$ cat config.mk
export PLATFORM = sky130hd
export DESIGN_NAME = xlat_buffer
export DESIGN_NICKNAME = d
export VERILOG_FILES = /design/src/rtl/xlat_pkg.sv /design/src/rtl/xlat_lru_store.sv /design/src/rtl/xlat_way.sv /design/src/rtl/xlat_buffer.sv
export SDC_FILE = /design/constraint.sdc
export NUM_CORES = 2
export LEC_CHECK = 0
export CORE_ASPECT_RATIO = 1.4
export CORE_MARGIN = 3
export CORE_UTILIZATION = 35
export DETAILED_ROUTE_END_ITERATION = 8
export DONT_BUFFER_PORTS = 1
export RECOVER_POWER = 100
export SYNTH_ARGS = -nofsm -noshare
export SYNTH_HDL_FRONTEND = slang
export SYNTH_HIERARCHICAL = 1
export SYNTH_SLANG_ARGS = --single-unit
export TNS_END_PERCENT = 5
$ cat constraint.sdc
create_clock -name clk -period 9.31 [get_ports clk]
set_input_delay 1.3965 -clock clk [delete_from_list [all_inputs] [get_ports clk]]
set_output_delay 1.3965 -clock clk [all_outputs]
set_load 0.01 [all_outputs]
$ cat src/rtl/xlat_pkg.sv
package xlat_pkg;
  localparam int WAYS   = 4;          // tree logic below is written for four ways
  localparam int WAY_W  = 2;
  localparam int TREE_W = WAYS - 1;
  localparam int ATTR_W = 3;
  localparam logic [31:0] CMD_MASK = 32'hFFFF_FFE1;
  localparam logic [31:0] RES_MASK = 32'hFFFF_F39C;

  function automatic logic [WAY_W-1:0] plru_victim(input logic [TREE_W-1:0] t);
    return t[0] ? {1'b1, t[2]} : {1'b0, t[1]};
  endfunction

  function automatic logic [TREE_W-1:0] plru_touch(input logic [TREE_W-1:0] t,
                                                   input logic [WAY_W-1:0] w);
    logic [TREE_W-1:0] n;
    n = t;
    if (!w[1]) begin
      n[0] = 1'b1;
      n[1] = ~w[0];
    end else begin
      n[0] = 1'b0;
      n[2] = ~w[0];
    end
    return n;
  endfunction
endpackage

$ cat src/rtl/xlat_lru_store.sv
module xlat_lru_store import xlat_pkg::*; #(
  parameter int SETS  = 8,
  localparam int SET_W = $clog2(SETS)
) (
  input  logic              clk,
  input  logic              rst,
  input  logic [SET_W-1:0]  rd_set,
  output logic [TREE_W-1:0] rd_tree,
  input  logic              touch_en,
  input  logic [SET_W-1:0]  touch_set,
  input  logic [WAY_W-1:0]  touch_way
);
  logic [TREE_W-1:0] tree_q [SETS];

  assign rd_tree = tree_q[rd_set];

  always_ff @(posedge clk) begin
    if (rst) begin
      for (int s = 0; s < SETS; s++) tree_q[s] <= '0;
    end else if (touch_en) begin
      tree_q[touch_set] <= plru_touch(tree_q[touch_set], touch_way);
    end
  end

  // the way just used is never the next victim of its set
  assert_mru_not_victim_R10: assert property (@(posedge clk) disable iff (rst)
    touch_en |=> plru_victim(tree_q[$past(touch_set)]) != $past(touch_way));
endmodule

$ cat src/rtl/xlat_way.sv
module xlat_way import xlat_pkg::*; #(
  parameter int SETS   = 8,
  parameter int PAGE_W = 20,
  localparam int SET_W = $clog2(SETS)
) (
  input  logic              clk,
  input  logic              rst,
  input  logic              inval,
  input  logic              wr_en,
  input  logic [PAGE_W-1:0] wr_page,
  input  logic              wr_valid,
  input  logic [ATTR_W-1:0] wr_attr,
  input  logic [PAGE_W-1:0] wr_phys,
  input  logic [PAGE_W-1:0] pb_page,
  input  logic              pb_valid,
  input  logic [ATTR_W-1:0] pb_true,
  input  logic [ATTR_W-1:0] pb_comp,
  output logic              pb_hit,
  output logic [PAGE_W-1:0] pb_phys,
  input  logic [PAGE_W-1:0] tr_page,
  output logic              tr_hit,
  output logic [PAGE_W-1:0] tr_phys
);
  logic [PAGE_W-1:0] tag_mem  [SETS];
  logic [ATTR_W-1:0] attr_mem [SETS];
  logic [PAGE_W-1:0] phys_mem [SETS];
  logic [SETS-1:0]   vld_q;

  wire [SET_W-1:0] wr_set = wr_page[SET_W-1:0];
  wire [SET_W-1:0] pb_set = pb_page[SET_W-1:0];
  wire [SET_W-1:0] tr_set = tr_page[SET_W-1:0];

  always_ff @(posedge clk) begin
    if (wr_en) begin
      tag_mem[wr_set]  <= wr_page;
      attr_mem[wr_set] <= wr_attr;
      phys_mem[wr_set] <= wr_phys;
    end
  end

  always_ff @(posedge clk) begin
    if (rst || inval)  vld_q <= '0;
    else if (wr_en)    vld_q[wr_set] <= wr_valid;
  end

  logic [ATTR_W-1:0] sa;
  always_comb begin
    sa = attr_mem[pb_set];
    pb_hit = (tag_mem[pb_set] == pb_page) && (vld_q[pb_set] == pb_valid) &&
             (((sa & pb_true) | (~sa & pb_comp)) == {ATTR_W{1'b1}});
    pb_phys = phys_mem[pb_set];
    tr_hit  = vld_q[tr_set] && (tag_mem[tr_set] == tr_page);
    tr_phys = phys_mem[tr_set];
  end

  // a cycle of invalidate leaves no valid entry behind
  assert_inval_clears_R9: assert property (@(posedge clk) disable iff (rst)
    inval |=> vld_q == '0);
endmodule

$ cat src/rtl/xlat_buffer.sv
module xlat_buffer import xlat_pkg::*; #(
  parameter int SETS   = 8,
  parameter int PAGE_W = 20
) (
  input  logic              clk,
  input  logic              rst,
  input  logic              reg_wr_en,
  input  logic              reg_sel,
  input  logic [31:0]       reg_wdata,
  output logic [31:0]       ctrl_rd,
  output logic [31:0]       data_rd,
  input  logic              xl_valid,
  input  logic [PAGE_W-1:0] xl_lin,
  output logic              xl_hit,
  output logic [PAGE_W-1:0] xl_phys,
  input  logic              inval_all
);
  localparam int SET_W = $clog2(SETS);

  logic [31:0] cmd_q, res_q;
  wire  [31:0] cw       = reg_wdata & CMD_MASK;
  wire         cmd_wr   = reg_wr_en && !reg_sel;
  wire         res_wr   = reg_wr_en && reg_sel;
  wire         op_write = cmd_wr && !cw[0];
  wire         op_probe = cmd_wr && cw[0];
  wire [PAGE_W-1:0] op_page = cw[31:32-PAGE_W];
  wire [SET_W-1:0]  op_set  = op_page[SET_W-1:0];
  wire [ATTR_W-1:0] op_true = {cw[10], cw[8], cw[6]};
  wire [ATTR_W-1:0] op_comp = {cw[9], cw[7], cw[5]};

  logic [TREE_W-1:0] op_tree;
  logic [WAY_W-1:0]  wr_way;
  assign wr_way = res_q[4] ? res_q[3:2] : plru_victim(op_tree);

  logic [WAYS-1:0]   pb_hit_v, tr_hit_v;
  logic [PAGE_W-1:0] pb_phys_v [WAYS];
  logic [PAGE_W-1:0] tr_phys_v [WAYS];

  for (genvar w = 0; w < WAYS; w++) begin : g_way
    xlat_way #(.SETS(SETS), .PAGE_W(PAGE_W)) u_way (
      .clk(clk), .rst(rst), .inval(inval_all),
      .wr_en(op_write && (wr_way == WAY_W'(w))),
      .wr_page(op_page), .wr_valid(cw[11]), .wr_attr(op_true),
      .wr_phys(res_q[31:32-PAGE_W]),
      .pb_page(op_page), .pb_valid(cw[11]), .pb_true(op_true), .pb_comp(op_comp),
      .pb_hit(pb_hit_v[w]), .pb_phys(pb_phys_v[w]),
      .tr_page(xl_lin), .tr_hit(tr_hit_v[w]), .tr_phys(tr_phys_v[w]));
  end

  logic              pb_hit, tr_hit;
  logic [WAY_W-1:0]  pb_way, tr_way;
  logic [PAGE_W-1:0] pb_phys, tr_phys;
  always_comb begin
    pb_hit = 1'b0; pb_way = '0; pb_phys = '0;
    tr_hit = 1'b0; tr_way = '0; tr_phys = '0;
    for (int w = WAYS - 1; w >= 0; w--) begin
      if (pb_hit_v[w]) begin
        pb_hit = 1'b1; pb_way = WAY_W'(w); pb_phys = pb_phys_v[w];
      end
      if (tr_hit_v[w]) begin
        tr_hit = 1'b1; tr_way = WAY_W'(w); tr_phys = tr_phys_v[w];
      end
    end
  end

  logic             touch_en;
  logic [SET_W-1:0] touch_set;
  logic [WAY_W-1:0] touch_way;
  always_comb begin
    touch_en = 1'b1; touch_set = op_set; touch_way = wr_way;
    if (op_probe) touch_way = pb_way;
    if (op_probe && !pb_hit) touch_en = 1'b0;
    if (!cmd_wr) begin
      touch_en  = xl_valid && tr_hit;
      touch_set = xl_lin[SET_W-1:0];
      touch_way = tr_way;
    end
  end

  xlat_lru_store #(.SETS(SETS)) u_lru (
    .clk(clk), .rst(rst), .rd_set(op_set), .rd_tree(op_tree),
    .touch_en(touch_en), .touch_set(touch_set), .touch_way(touch_way));

  always_ff @(posedge clk) begin
    if (rst) begin
      cmd_q   <= '0;
      res_q   <= '0;
      xl_hit  <= 1'b0;
      xl_phys <= '0;
    end else begin
      if (cmd_wr) cmd_q <= cw;
      if (res_wr) res_q <= reg_wdata & RES_MASK;
      else if (op_probe)
        res_q <= pb_hit ? ({pb_phys, {(32-PAGE_W){1'b0}}} |
                           {22'd0, op_tree, 2'b00, 1'b1, pb_way, 2'b00}) : '0;
      xl_hit  <= xl_valid && tr_hit;
      xl_phys <= (xl_valid && tr_hit) ? tr_phys : '0;
    end
  end

  assign ctrl_rd = cmd_q;
  assign data_rd = res_q;

  assert_reset_state_R1: assert property (@(posedge clk)
    $past(rst) |-> (cmd_q == '0 && res_q == '0 && !xl_hit));
  assert_reserved_zero_R2: assert property (@(posedge clk) disable iff (rst)
    ((cmd_q & ~CMD_MASK) == '0) && ((res_q & ~RES_MASK) == '0));
  assert_probe_hit_flag_R5: assert property (@(posedge clk) disable iff (rst)
    (op_probe && pb_hit) |=> res_q[4]);
  assert_probe_miss_zero_R6: assert property (@(posedge clk) disable iff (rst)
    (op_probe && !pb_hit) |=> res_q == '0);
  assert_no_idle_hit_R8: assert property (@(posedge clk) disable iff (rst)
    !xl_valid |=> !xl_hit);
endmodule

# [Yosys cells after proc, flatten, opt, wreduce, memory -nomap -nowiden]
# Memory sizes are Yosys's and may differ from the RTL's.
# Cells that the tools add are included.
[op_classes] n_lt_le_gt_ge=3 eq_ne=21 n_mux=81 n_bitwise=19 n_reduce_logical=34
[op_table] op="== test 20 bit" n=8
[op_table] op="2-to-1 mux 20 bit" n=8
[op_table] op="2-to-1 mux 32 bit" n=3
[op_table] op="2-to-1 mux 1 bit" n=41
[op_table] op="bitwise mux 8 bit" n=4
[op_table] op="bitwise OR 32 x 10 -> 32 bit" n=1
[op_table] op="bitwise AND 3 bit" n=8
[op_table] op="binary-select mux 1 bit (select 3 bit)" n=8
[op_table] op="2-to-1 mux 2 bit" n=12
[op_table] op="logical AND 1 bit" n=23
[op_table] op="== test 3 bit, second input constant" n=4
[op_table] op="2-to-1 mux 3 bit" n=4
[op_table] op="NOT 3 bit" n=4
[op_table] op="bitwise OR 3 bit" n=4
[op_table] op="less-than comparator 3 x 4 -> 1 bit, second input constant" n=2
[op_table] op="inequality test 3 bit, second input constant" n=2
[op_table] op="== test 1 bit" n=4
[op_table] op="== test 2 bit, second input constant" n=2
[op_table] op="AND reduction 2 bit" n=2
[op_table] op="OR reduction 2 bit" n=2
[op_table] op="demux 1 bit (select 3 bit)" n=1
[op_table] op=">= comparator 3 x 1 -> 1 bit, second input constant" n=1
[op_table] op="zero test 1 bit" n=3
[op_table] op="OR reduction 3 bit" n=1
[op_table] op="other kinds (5)" n=6
[totals] register_bits=113 ram_bits=1400 in_bits=58 out_inout_bits=85 wordCells=180 memories=13
[mem_list] name="g_way[0].u_way.phys_mem" depth=8 width=20 rd=2 rd_clocked_by_memory_dff=0 wr=1 line_no="xlat_way.sv:26" text="logic [PAGE_W-1:0] phys_mem [SETS];"
[mem_list] name="g_way[0].u_way.tag_mem" depth=8 width=20 rd=2 rd_clocked_by_memory_dff=0 wr=1 line_no="xlat_way.sv:24" text="logic [PAGE_W-1:0] tag_mem [SETS];"
[mem_list] name="g_way[1].u_way.phys_mem" depth=8 width=20 rd=2 rd_clocked_by_memory_dff=0 wr=1 line_no="xlat_way.sv:26"
[mem_list] name="g_way[1].u_way.tag_mem" depth=8 width=20 rd=2 rd_clocked_by_memory_dff=0 wr=1 line_no="xlat_way.sv:24"
[mem_list] name="g_way[2].u_way.phys_mem" depth=8 width=20 rd=2 rd_clocked_by_memory_dff=0 wr=1 line_no="xlat_way.sv:26"
[mem_list] name="g_way[2].u_way.tag_mem" depth=8 width=20 rd=2 rd_clocked_by_memory_dff=0 wr=1 line_no="xlat_way.sv:24"
[mem_list] name="+7 memories"

# [Longest topological paths before layout]
# An unclocked memory read counts as a cell.
[depth] ltp_word=20 depth_mapped=18 ltp_nobuf=11

# [Hierarchy]
# The synthesis kept the hierarchy.
[by_module_without_submodules] module="xlat_way" n_inst=4 cells_per_inst=827 area_per_inst_um2=16169.3 seq_area_each_um2=10490.1
[by_module_without_submodules] module="xlat_buffer" n_inst=1 cells_per_inst=518 area_per_inst_um2=4076.4 seq_area_each_um2=1501.4
[by_module_without_submodules] module="xlat_lru_store" n_inst=1 cells_per_inst=109 area_per_inst_um2=1370.1 seq_area_each_um2=720.7

# [Worst setup path before layout]
# OpenSTA, ideal clock, no wires.
[synth_timing] path_type="in2reg" from="input reg_wdata[12]" to="register g_way[0].u_way.vld_q[0]" setup_time_ns=0.124 t_arrival_ns=6.618 required_ns=9.186 setup_slack_ns=2.568 path_stages=10 n_path_buf=1 path_cell_list="buf_6 > mux4_1 > mux2_2 > mux2_2 > mux2i_1 > nor2b_1 > nand2b_1 > nor3_1 > mux2i_1 > nor2_1"
[synth_via] elab_chain_len=5 elab_cells_between_ends=11 cone_classes="order compare (2); mux (5); reduce/logical (3); memory (1)"
[synth_rtl] element="from (decl)" line_no="xlat_buffer.sv:9" text="input logic [31:0] reg_wdata,"
[synth_rtl] element="memory (8 x 3 bit)"
[synth_rtl] element="net op_tree[0]" line_no="xlat_buffer.sv:31" text="logic [TREE_W-1:0] op_tree;"
[synth_rtl] element="2-to-1 mux 2 bit" line_no="xlat_pkg.sv:10" text="return t[0] ? {1'b1, t[2]} : {1'b0, t[1]};"
[synth_rtl] element="2-to-1 mux 2 bit" line_no="xlat_buffer.sv:33" text="assign wr_way = res_q[4] ? res_q[3:2] : plru_victim(op_tree);"
[synth_rtl] element="zero test 2 bit" line_no="xlat_buffer.sv:42" text=".wr_en(op_write && (wr_way == WAY_W'(w))),"
[synth_rtl] element="logical AND 1 bit" line_no="xlat_buffer.sv:42"
[synth_rtl] element="to (signal, indexed assignment)" line_no="xlat_way.sv:43" text="else if (wr_en) vld_q[wr_set] <= wr_valid;"
[synth_rtl] element="to (decl)" line_no="xlat_way.sv:27" text="logic [SETS-1:0] vld_q;"
# The timed path passes the listed nets, and every way through them passes these cells.
# A chain may end at the register's enable or synchronous reset.

==> flow_summary.toml <==
[synthesis]
synth_seq_cells = 1507
synth-xor-area-share_pct = 1.75
synth_top_family_by_area = "multiplexers"
ys_seq_area_share_pct = 63.0
synth_fa_ha_area_share_pct = 0
synth_top_area_cell = "edfxtp_1"
avgSynthCellArea_um2 = 17.8
yosysMostFrequentCell = "edfxtp_1"
yosys.area_share.simple_pct = 4.00
synth-compound-area-share_pct = 4.32
synthArstFlopShare_pct = 0
syn-cell-area_mm2 = 0.0701
synth_top_area_share_pct = 60.0
syn_inst = 3935
synth_area_leaders = "edfxtp_1 60%, mux4_2 16%, mux2_2 4.0%, mux2i_1 3.4%, dfxtp_1 3.1%"
synth_flop_cell = "edfxtp_1"
muxShareOfSynthArea_pct = 24.6
synth_edf_count = 1400
ys_types = 59
ys_warn_count = 6
ys_top_cells_by_count = "1400 x edfxtp_1, 492 x mux4_2, 248 x mux2_2"

[critical_path]
crit_path_start_kind = "input port"
cp-end-kind = "flop"
required_ps = 9800
critPathMaxFanout = 401
arrival_ps = 8540
crit_type = "in2reg"

[sta]
final.min_clock_period_ps = 8050
finalWorstSetupSlack_ps = 1260
fin_skew_ps = 33.7
fin_tns_setup_ps = 0
max_slew_margin_pct = -184
grt_setup_unrepaired = "no"
setup_viol = 0
post-route-period-util_pct = 86.5
max_freq_mhz = 124
worst_pin_slew_ps = 4250
slew_viol_final = 1221
finalHoldViolCount = 0

[global_routing]
grt.total_usage_pct = 19.8
grt_pass1_vias = 41008
grt_pass1_wl_um = 293000
antenna_found_initial = 12
gr-total-overflow = 0
grt_max_degree = 402

[pwr]
power.net_switching_mw = 2.99
leakagePower_nw = 24.5
swShare_pct = 20.4
ir_drop_v = 0.000165
p_comb_share_pct = 4.6
power.density_mw_per_mm2 = 188
internal_power_mw = 11.7
p_clk_share_pct = 44.6
pwr-share-seq_pct = 50.8

[place]
place_area_mm2 = 0.0728
dpl.hpwl_um = 112000
place.port_buffers = 0
dp_slack_ps = 2800
gp_congestion = 0.801

[die]
die-height_um = 536
core_area_mm2 = 0.198
die_x_um = 384
ios = 143
rows = 193
dieArea_mm2 = 0.206
start_util_pct = 35.4

[clocking]
cts_resized = 0
clk_path_buf_depth = 3
htree_num_levels = 4
cts_tree = "yes"
clk_pin_slew_ps = 60
cts_root_buffer = "clkbuf_16"
clk_latency_ps = 810
postCtsSetupBuffers = 0
cts_hold_buffers = 0
cts.sinks = 1507
cts_buffers = 159

[layout]
drive_gt1_share_pct = 26.4
fin_area_mm2 = 0.0778
final_net_count = 3961
area_growth_pct = 10.9

[status]
violations = "max-capacitance violations, max-slew violations"
status = "complete, but fails checks"

[run]
maxCapViolations = 44

[detailed_routing]
wl_per_cell_um = 30.9
antenna_left = 0
drc_errors = 0
wl_met2_um = 105000
drtIter0Drc = 3876
vias = 39253
via_per_inst = 5.88
totalWireLength_um = 207000
m1WireLength_um = 80000
dr.max_layer_used = "met5"
route.met3.wl_um = 14800
dr.pass1.iters = 6

[hold_path]
worstHoldPathType = "reg2reg"
power by group through the flow:
stage	sequential, mW	clock [mW]	combinational (mW)
floorplan	7.59	0	0.678
global placement	7.58	0	0.665
detailed placement	7.59	0	0.670
CTS	7.44	6.65	0.673
global route	7.45	6.92	0.704
finish	7.45	6.53	0.671
kinds of logic (layout without fill, tap and decap cells):
kind of cell | Yosys count | count (layout)
XOR/XNOR | 140 | 140
other | 1 | 18
AND/OR/NAND/NOR | 535 | 535
flip-flops | 1507 | 1507
buffers and inverters | 309 | 406
multiplexers | 1016 | 1016
AO/OA/AOI/OAI | 427 | 427
state kept, by name (all words and copies together) (netlist names), 20 cells and up:
signal / count
ctrl_rd: 28
g_way.u_way/attr_mem: 96
g_way.u_way/vld_q: 32
u_lru/tree_q: 24
data_rd: 26
g_way.u_way/phys_mem: 640
g_way.u_way/tag_mem: 640
xl_phys: 20
metal layers:
metal	vias up	global-route usage (%)
met5	-	0
met4	2	6.62
met3	324	3.67
met2	1570	34.3
met1	21062	24.9
li1	16295	-
final timing paths:
kind,from,end,slack [ps],cells after the start
worst min-delay path,g_way[0].u_way/vld_q[5],g_way[0].u_way/vld_q[5],490,2
worst min register to register,g_way[0].u_way/vld_q[5],g_way[0].u_way/vld_q[5],490,2
worst max register to register,g_way[2].u_way/tag_mem[7][11],u_lru/tree_q[4][1],2070,12
worst max-delay path,reg_wdata[13],u_lru/tree_q[1][1],1260,13
area by class of cell:
class | count | area [um2]
well taps | 2632 | 3290
repair buffers | 78 | 393
diodes | 8 | 20.0
flip-flops and latches | 1507 | 44200
multi-input cells | 2128 | 24400
fillers | 17857 | 120000
clock inverters | 81 | 935
inverters | 29 | 109
clock buffers | 218 | 4460
cells in the final DEF, fill, tap and decap left out, types with 28 or more instances in the layout:
cell type / count
nand2b_1: 39
mux2i_1: 238
a22oi_1: 41
nor3_1: 30
xnor2_1: 108
nor2b_1: 37
edfxtp_1: 1400
clkbuf_1: 91
nor2_1: 59
dfxtp_1: 107
nand2_1: 206
a31o_2: 28
a21oi_1: 98
o21ai_0: 49
clkbuf_16: 166
inv_1: 29
mux4_1: 38
o22ai_1: 48
mux4_2: 492
xor2_1: 32
a221oi_1: 36
mux2_2: 247
nand3b_1: 44
nand4_1: 32
through the flow:
stage	utilization (%)	instances	hold slack, ps	total power [mW]
after floorplan	-	3944	460	8.27
after global placement	36.7	6374	476	8.25
after detailed placement	36.7	6374	481	8.26
after CTS	39.4	6673	490	14.8
after global routing	39.2	6675	518	15.1
final	39.2	6681	493	14.6
worst max-delay path: stages:
cell and delay, ps:
mux4_1 930, mux2i_1 220, xnor2_1 300, a221oi_1 330, nand4_1 220, nor4_1 1140, nor2_2 150, clkbuf_1 1050
nand3b_1 750, o311ai_0 310, buf_4 250, or2_0 440, o31ai_1 370
No activity file was read; power rests on OpenSTA's default activity.
